$ cat config.mk
export PLATFORM = sky130hd
export DESIGN_NAME = ipi_dest_match
export DESIGN_NICKNAME = d
export VERILOG_FILES = /design/src/rtl/dm_pkg.sv /design/src/rtl/dm_phys_match.sv /design/src/rtl/dm_logic_match.sv /design/src/rtl/dm_short_sel.sv /design/src/rtl/ipi_dest_match.sv
export SDC_FILE = /design/constraint.sdc
export NUM_CORES = 1
export LEC_CHECK = 0
export ABC_AREA = 0
export BUFFER_PORTS_ARGS = -buffer_cell sky130_fd_sc_hd__buf_4
export CAP_MARGIN = 20
export CORE_AREA = 2 2 63 65
export CTS_BUF_LIST = sky130_fd_sc_hd__clkbuf_16
export DETAILED_ROUTE_END_ITERATION = 8
export DIE_AREA = 0 0 65 67
export GPL_ROUTABILITY_DRIVEN = 0
export PLACE_DENSITY = 0.6
export SLEW_MARGIN = 20
export SYNTH_ARGS = -nofsm -noshare
export SYNTH_HDL_FRONTEND = slang
export SYNTH_SLANG_ARGS = --single-unit
$ cat constraint.sdc
create_clock -name clk -period 0.8 [get_ports clk]
set_input_delay 0.08 -clock clk [delete_from_list [all_inputs] [get_ports clk]]
set_output_delay 0.08 -clock clk [all_outputs]
set_load 0.1 [all_outputs]
$ cat src/rtl/dm_pkg.sv
package dm_pkg;
   typedef enum logic [1:0] {
      SH_NONE    = 2'd0,
      SH_SELF    = 2'd1,
      SH_ALL_INC = 2'd2,
      SH_ALL_EXC = 2'd3
   } short_e;

   localparam int unsigned SH_LSB   = 18;
   localparam int unsigned MODE_POS = 11;
endpackage

$ cat src/rtl/dm_phys_match.sv
module dm_phys_match #(
   parameter int unsigned ID_W = 8
) (
   input  logic [ID_W-1:0] dest_id,
   input  logic [ID_W-1:0] local_id,
   output logic            match
);
   logic is_bcast;
   logic is_equal;

   assign is_bcast = (dest_id == {ID_W{1'b1}});
   assign is_equal = (dest_id == local_id);
   assign match    = is_bcast | is_equal;
endmodule

$ cat src/rtl/dm_logic_match.sv
module dm_logic_match #(
   parameter int unsigned REG_W = 32,
   parameter int unsigned ID_W  = 8,
   parameter int unsigned FMT_W = 4
) (
   input  logic             ext_mode,
   input  logic [REG_W-1:0] dest,
   input  logic [REG_W-1:0] ldr,
   input  logic [FMT_W-1:0] model,
   output logic             match
);
   localparam int unsigned HALF = ID_W / 2;

   logic [ID_W-1:0] lid;
   logic [ID_W-1:0] mda;
   logic            flat_hit;
   logic            clus_hit;
   logic            ext_hit;

   assign lid      = ldr[REG_W-1 -: ID_W];
   assign mda      = dest[ID_W-1:0];
   assign flat_hit = |(lid & mda);
   assign clus_hit = (lid[ID_W-1:HALF] == mda[ID_W-1:HALF]) &&
                     (|(lid[HALF-1:0] & mda[HALF-1:0]));
   assign ext_hit  = |(ldr & dest);

   always_comb begin
      if (ext_mode)                      match = ext_hit;
      else if (model == {FMT_W{1'b1}})   match = flat_hit;
      else if (model == {FMT_W{1'b0}})   match = clus_hit;
      else                               match = 1'b0;
   end
endmodule

$ cat src/rtl/dm_short_sel.sv
module dm_short_sel
   import dm_pkg::*;
(
   input  short_e code,
   input  logic   addr_hit,
   input  logic   from_self,
   output logic   hit
);
   always_comb begin
      unique case (code)
         SH_NONE:    hit = addr_hit;
         SH_SELF:    hit = from_self;
         SH_ALL_INC: hit = 1'b1;
         SH_ALL_EXC: hit = ~from_self;
         default:    hit = 1'b0;
      endcase
   end
endmodule

$ cat src/rtl/ipi_dest_match.sv
module ipi_dest_match
   import dm_pkg::*;
#(
   parameter int unsigned CMD_W   = 32,
   parameter int unsigned REG_W   = 32,
   parameter int unsigned ID_W    = 8,
   parameter int unsigned FMT_W   = 4,
   parameter bit          REG_OUT = 1'b1
) (
   input  logic             clk,
   input  logic             rst_n,
   input  logic [CMD_W-1:0] cmd_word,
   input  logic [REG_W-1:0] dest_field,
   input  logic [REG_W-1:0] id_word,
   input  logic [REG_W-1:0] ldr_word,
   input  logic [REG_W-1:0] fmt_word,
   input  logic             ext_mode,
   input  logic             from_self,
   output logic             hit
);
   localparam int unsigned SH_MSB = SH_LSB + 1;

   if (ID_W % 2 != 0) begin : g_chk_id_even
      $error("ID_W must be even for the cluster nibble split");
   end
   if (ID_W >= REG_W || FMT_W >= REG_W) begin : g_chk_fields
      $error("ID_W and FMT_W must be narrower than REG_W");
   end
   if (CMD_W <= SH_MSB + 1) begin : g_chk_cmd
      $error("CMD_W too narrow for the shorthand field");
   end

   short_e          sh;
   logic            logical;
   logic [ID_W-1:0] local_id;
   logic [FMT_W-1:0] model;
   logic            phys_hit;
   logic            log_hit;
   logic            addr_hit;
   logic            comb_hit;
   logic            unused_bits;

   assign sh       = short_e'(cmd_word[SH_MSB:SH_LSB]);
   assign logical  = cmd_word[MODE_POS];
   assign local_id = id_word[REG_W-1 -: ID_W];
   assign model    = fmt_word[REG_W-1 -: FMT_W];
   assign unused_bits = ^{cmd_word[CMD_W-1:SH_MSB+1], cmd_word[SH_LSB-1:MODE_POS+1],
                          cmd_word[MODE_POS-1:0], id_word[REG_W-ID_W-1:0],
                          fmt_word[REG_W-FMT_W-1:0]};

   dm_phys_match #(.ID_W(ID_W)) u_phys (
      .dest_id  (dest_field[ID_W-1:0]),
      .local_id (local_id),
      .match    (phys_hit)
   );

   dm_logic_match #(.REG_W(REG_W), .ID_W(ID_W), .FMT_W(FMT_W)) u_logic (
      .ext_mode (ext_mode),
      .dest     (dest_field),
      .ldr      (ldr_word),
      .model    (model),
      .match    (log_hit)
   );

   assign addr_hit = logical ? log_hit : phys_hit;

   dm_short_sel u_short (
      .code      (sh),
      .addr_hit  (addr_hit),
      .from_self (from_self),
      .hit       (comb_hit)
   );

   if (REG_OUT) begin : g_reg
      logic hit_q;
      always_ff @(posedge clk or negedge rst_n) begin
         if (!rst_n) hit_q <= 1'b0;
         else        hit_q <= comb_hit;
      end
      assign hit = hit_q;

      AST_ALL_INC_HITS: assert property (@(posedge clk) disable iff (!rst_n)
         (cmd_word[SH_MSB:SH_LSB] == 2'd2) |=> hit)
         else $error("broadcast-with-self did not hit");
      AST_SELF_ONLY_SENDER: assert property (@(posedge clk) disable iff (!rst_n)
         (cmd_word[SH_MSB:SH_LSB] == 2'd1 && !from_self) |=> !hit)
         else $error("self shorthand hit a non-sender");
      AST_EXCL_SKIPS_SENDER: assert property (@(posedge clk) disable iff (!rst_n)
         (cmd_word[SH_MSB:SH_LSB] == 2'd3 && from_self) |=> !hit)
         else $error("exclude-self shorthand hit the sender");
      AST_PHYS_BCAST: assert property (@(posedge clk) disable iff (!rst_n)
         (cmd_word[SH_MSB:SH_LSB] == 2'd0 && !cmd_word[MODE_POS] &&
          dest_field[ID_W-1:0] == {ID_W{1'b1}}) |=> hit)
         else $error("physical broadcast missed");
      AST_BAD_MODEL_MISS: assert property (@(posedge clk) disable iff (!rst_n)
         (cmd_word[SH_MSB:SH_LSB] == 2'd0 && cmd_word[MODE_POS] && !ext_mode &&
          fmt_word[REG_W-1 -: FMT_W] != {FMT_W{1'b1}} &&
          fmt_word[REG_W-1 -: FMT_W] != {FMT_W{1'b0}}) |=> !hit)
         else $error("unknown format model hit");
   end else begin : g_comb
      assign hit = comb_hit;
   end
endmodule

==> Implementation_results.wiki <==
{| class="wikitable"
! Metric !! Value
|-
| Vias per Instance || ~4.4
|-
| Largest family of logic cells by synthesized area || compound AO/OA/AOI/OAI gates
|-
| Via count of the first global-routing pass || between 900 and 1,000
|-
| Worst slew margin relative to its limit || 0.798
|-
| Yosys top cell area share || 0.156
|-
| Outcome || finished with violations
|-
| Critical Path Sink Type || flop
|-
| P&R area growth vs syn || 201%
|-
| Count of buffers inserted at the top-level ports || 83
|-
| Placement Rows || 22
|-
| Mux contribution to synthesized area || 0
|-
| DR iter-0 viols || 24
|-
| Post-layout minimum cycle time || around 1200 ps
|-
| Seq cells post-synth || 1
|-
| Launching instance or port of the critical path || dest_field[1]
|-
| Maximum vdd ir drop || ~0.17 mV
|-
| Leading area contributor after synthesis || xor2_1
|-
| NumNets Final || between 300 and 400
|-
| Total of max-cap violations || 0
|-
| GRT Residual Overflow || 0
|-
| Number of flip-flops under the largest register name || 1
|-
| Power density relative to cell area || about 560 mW/mm^2
|-
| Pins over their slew limit || 0
|-
| Critical path's most frequent cell || buf_6
|-
| Total GRT Usage || 0.128
|-
| Antenna violations before repair || 0
|-
| Syn. warnings || 0
|-
| Compound-gate portion of the synthesized area || 0.451
|-
| Setup Slack @ Placement || -530 ps
|-
| Portion of the post-synthesis area used by sequential elements || 0.0557
|-
| Static Leak || ~0.64 nW
|-
| Required time of the critical path || between 700 and 800 ps
|-
| Final WL || ~3000 um
|-
| Final Hold Viols || 0
|-
| Synthesized area per cell || ~8.3 um^2
|-
| Number of nets produced by synthesis || 222
|-
| Maximum fanout along the worst path || 3
|-
| Path category of the worst min-delay check || input port to flop
|-
| RSZ-0062 raised after global routing || yes
|-
| Number of buffer and inverter stages on the critical path || 2
|-
| Sum of internal, switching and leakage power || roughly 0.00076 W
|-
| Clock transition at the register clock pins on the worst setup and hold paths after CTS || 0 ps
|-
| Count of distinct cell types in the synthesized netlist || 19
|-
| Synth Area in Simple Gates || 0.206
|-
| Critical path type || input port to flop
|-
| Fraction of final layout cells sized beyond drive strength 1 || 0.720
|-
| Final Instance Count excl. Fillers || roughly 200
|-
| Crit path DAT || between 1000 and 1500 ps
|-
| Number of setup violations in the final report || 1
|-
| Post-Place Cells || between 150 and 200
|-
| Wire length of the first global-routing pass || between 4000 and 5000 um
|-
| Initial standard-cell utilization of the core || 0.125
|-
| Post-DP HPWL || 2770 um
|-
| Y dimension of the die || approximately 67 um
|-
| Worst hold start || cmd_word[11]
|-
| Floorplan core area || between 0.003 and 0.004 mm^2
|-
| Largest cells by area after synthesis || xor2_1 16%, ha_1 11%, a221oi_2 10%, a22oi_1 10%, a22o_1 9.7%
|-
| Post-Synth XOR/XNOR Area || 0.175
|-
| Pin count of the biggest net entering global routing || 5
|-
| Final Cycle Share || 1.54
|-
| Horiz. Die Dim || 65 um
|-
| Number of remaining DRC errors || 0
|-
| Series of cell instances along the critical path || buf_6, buf_6, xor2_1, nor4_1, a21oi_1, o21ai_1, o2bb2ai_1
|-
| Highest attainable clock frequency || around 0.81 GHz
|-
| Residual antenna-violating net count after detailed routing || 0
|-
| Slowest cell on the critical path || nor4_1
|-
| CP max stage delay || 310 ps
|-
| Violated checks || negative setup slack
|-
| Cell count after synthesis || 54
|-
| Avg WL per Cell || between 15 and 20 um
|-
| I/O Pins || about 170
|-
| Antenna Cells || 0
|-
| Arithmetic-cell share of the synthesized area counting full adders, half adders and majority gates || 0.111
|-
| Slew at the pin closest to its max-slew limit || around 300 ps
|-
| First drt pass iteration count || 4
|-
| Cell family contributing the most delay on the critical path || compound AO/OA/AOI/OAI gates
|-
| Sum Neg Setup Slack || -431 ps
|-
| Hold Slack || approximately 390 ps
|-
| Startpoint kind of the worst setup timing path || input port
|-
| Worst Slack Setup Final || -431 ps
|-
| Total via count in the routed design || between 800 and 900
|-
| Area of the die || between 0.004 and 0.005 mm^2
|-
| Mapped Area || between 400 and 500 um^2
|}
## per-stage QoR
step           cell area [um^2]  utilization
3_5_place_dp               1260        0.349
4_1_cts                    1320        0.366
6_report                   1350        0.375
2_1_floorplan               487            -
5_1_grt                    1350        0.375
3_3_place_gp               1260        0.349
## layout by cell type, fill, tap and decap left out, types with 2 or more instances in the layout
cell type  instances
a22oi_1            6
nor4_1             2
buf_4             89
buf_6              5
xor2_1             8
a221oi_2           5
nor2_1             2
ha_4               3
nand4_1            6
nand2_1            3
nor4_4             2
a22o_1             5
## path summary, 6_finish.rpt
path | to | slack [ps] | cells after the start
worst max-delay path | hit | -430 | 7
worst min-delay path | hit | 390 | 3
max in group asynchronous | hit | 310 | 2
min in group asynchronous | hit | 410 | 2
## repair_timing
item	in CTS	in global routing
setup endpoints to repair	1	1
endpoints found under the hold margin	1	0
setup buffers	0	0
pin swaps	11	11
hold buffers	1	0
resized for setup	10	6
## synth_stat cells
cell type	number
a222oi_1	1
a221oi_1	2
a22oi_1	6
o21ai_1	1
nor2_1	2
dfrtp_1	1
nand2_1	3
o211a_1	1
xnor2_1	1
xor2_1	8
o211ai_1	1
nor3_1	1
nand4_1	6
nor4_1	5
o2bb2ai_1	1
a21oi_1	2
a22o_1	5
ha_1	4
a221oi_2	3
## layer usage
| layer | GRT usage | vias to the layer above | routed length (um) |
|---|---|---|---|
| li1 | - | 431 | - |
| met1 | 0.147 | 392 | 1170 |
| met2 | 0.228 | 48 | 1470 |
| met3 | 0.0608 | 0 | 384 |
| met4 | 0 | 0 | 0 |
| met5 | 0 | - | 0 |
## cells by family (layout without fill, tap and decap cells)
logic type / after synthesis / in the layout
XOR/XNOR: 9 / 9
flip-flops: 1 / 1
AND/OR/NAND/NOR: 17 / 17
adder cells (fa/ha/maj): 4 / 4
buffers and inverters: 0 / 96
AO/OA/AOI/OAI: 23 / 23
## power by group
group	leakage (nW)	total [W]	internal, W	switching [W]
Clock	0	0	0	0
Sequential	0.0108	0.0000596	0.0000569	0.00000271
Combinational	0.626	0.000704	0.000440	0.000264
## area by class of cell
type                       count  area (um^2)
fill                         388         2250
multi-input combinational     53          519
sequential                     1         25.0
tap                           48         60.1
timing repair buffer          96          749
Power figures use the tool's default switching activity.
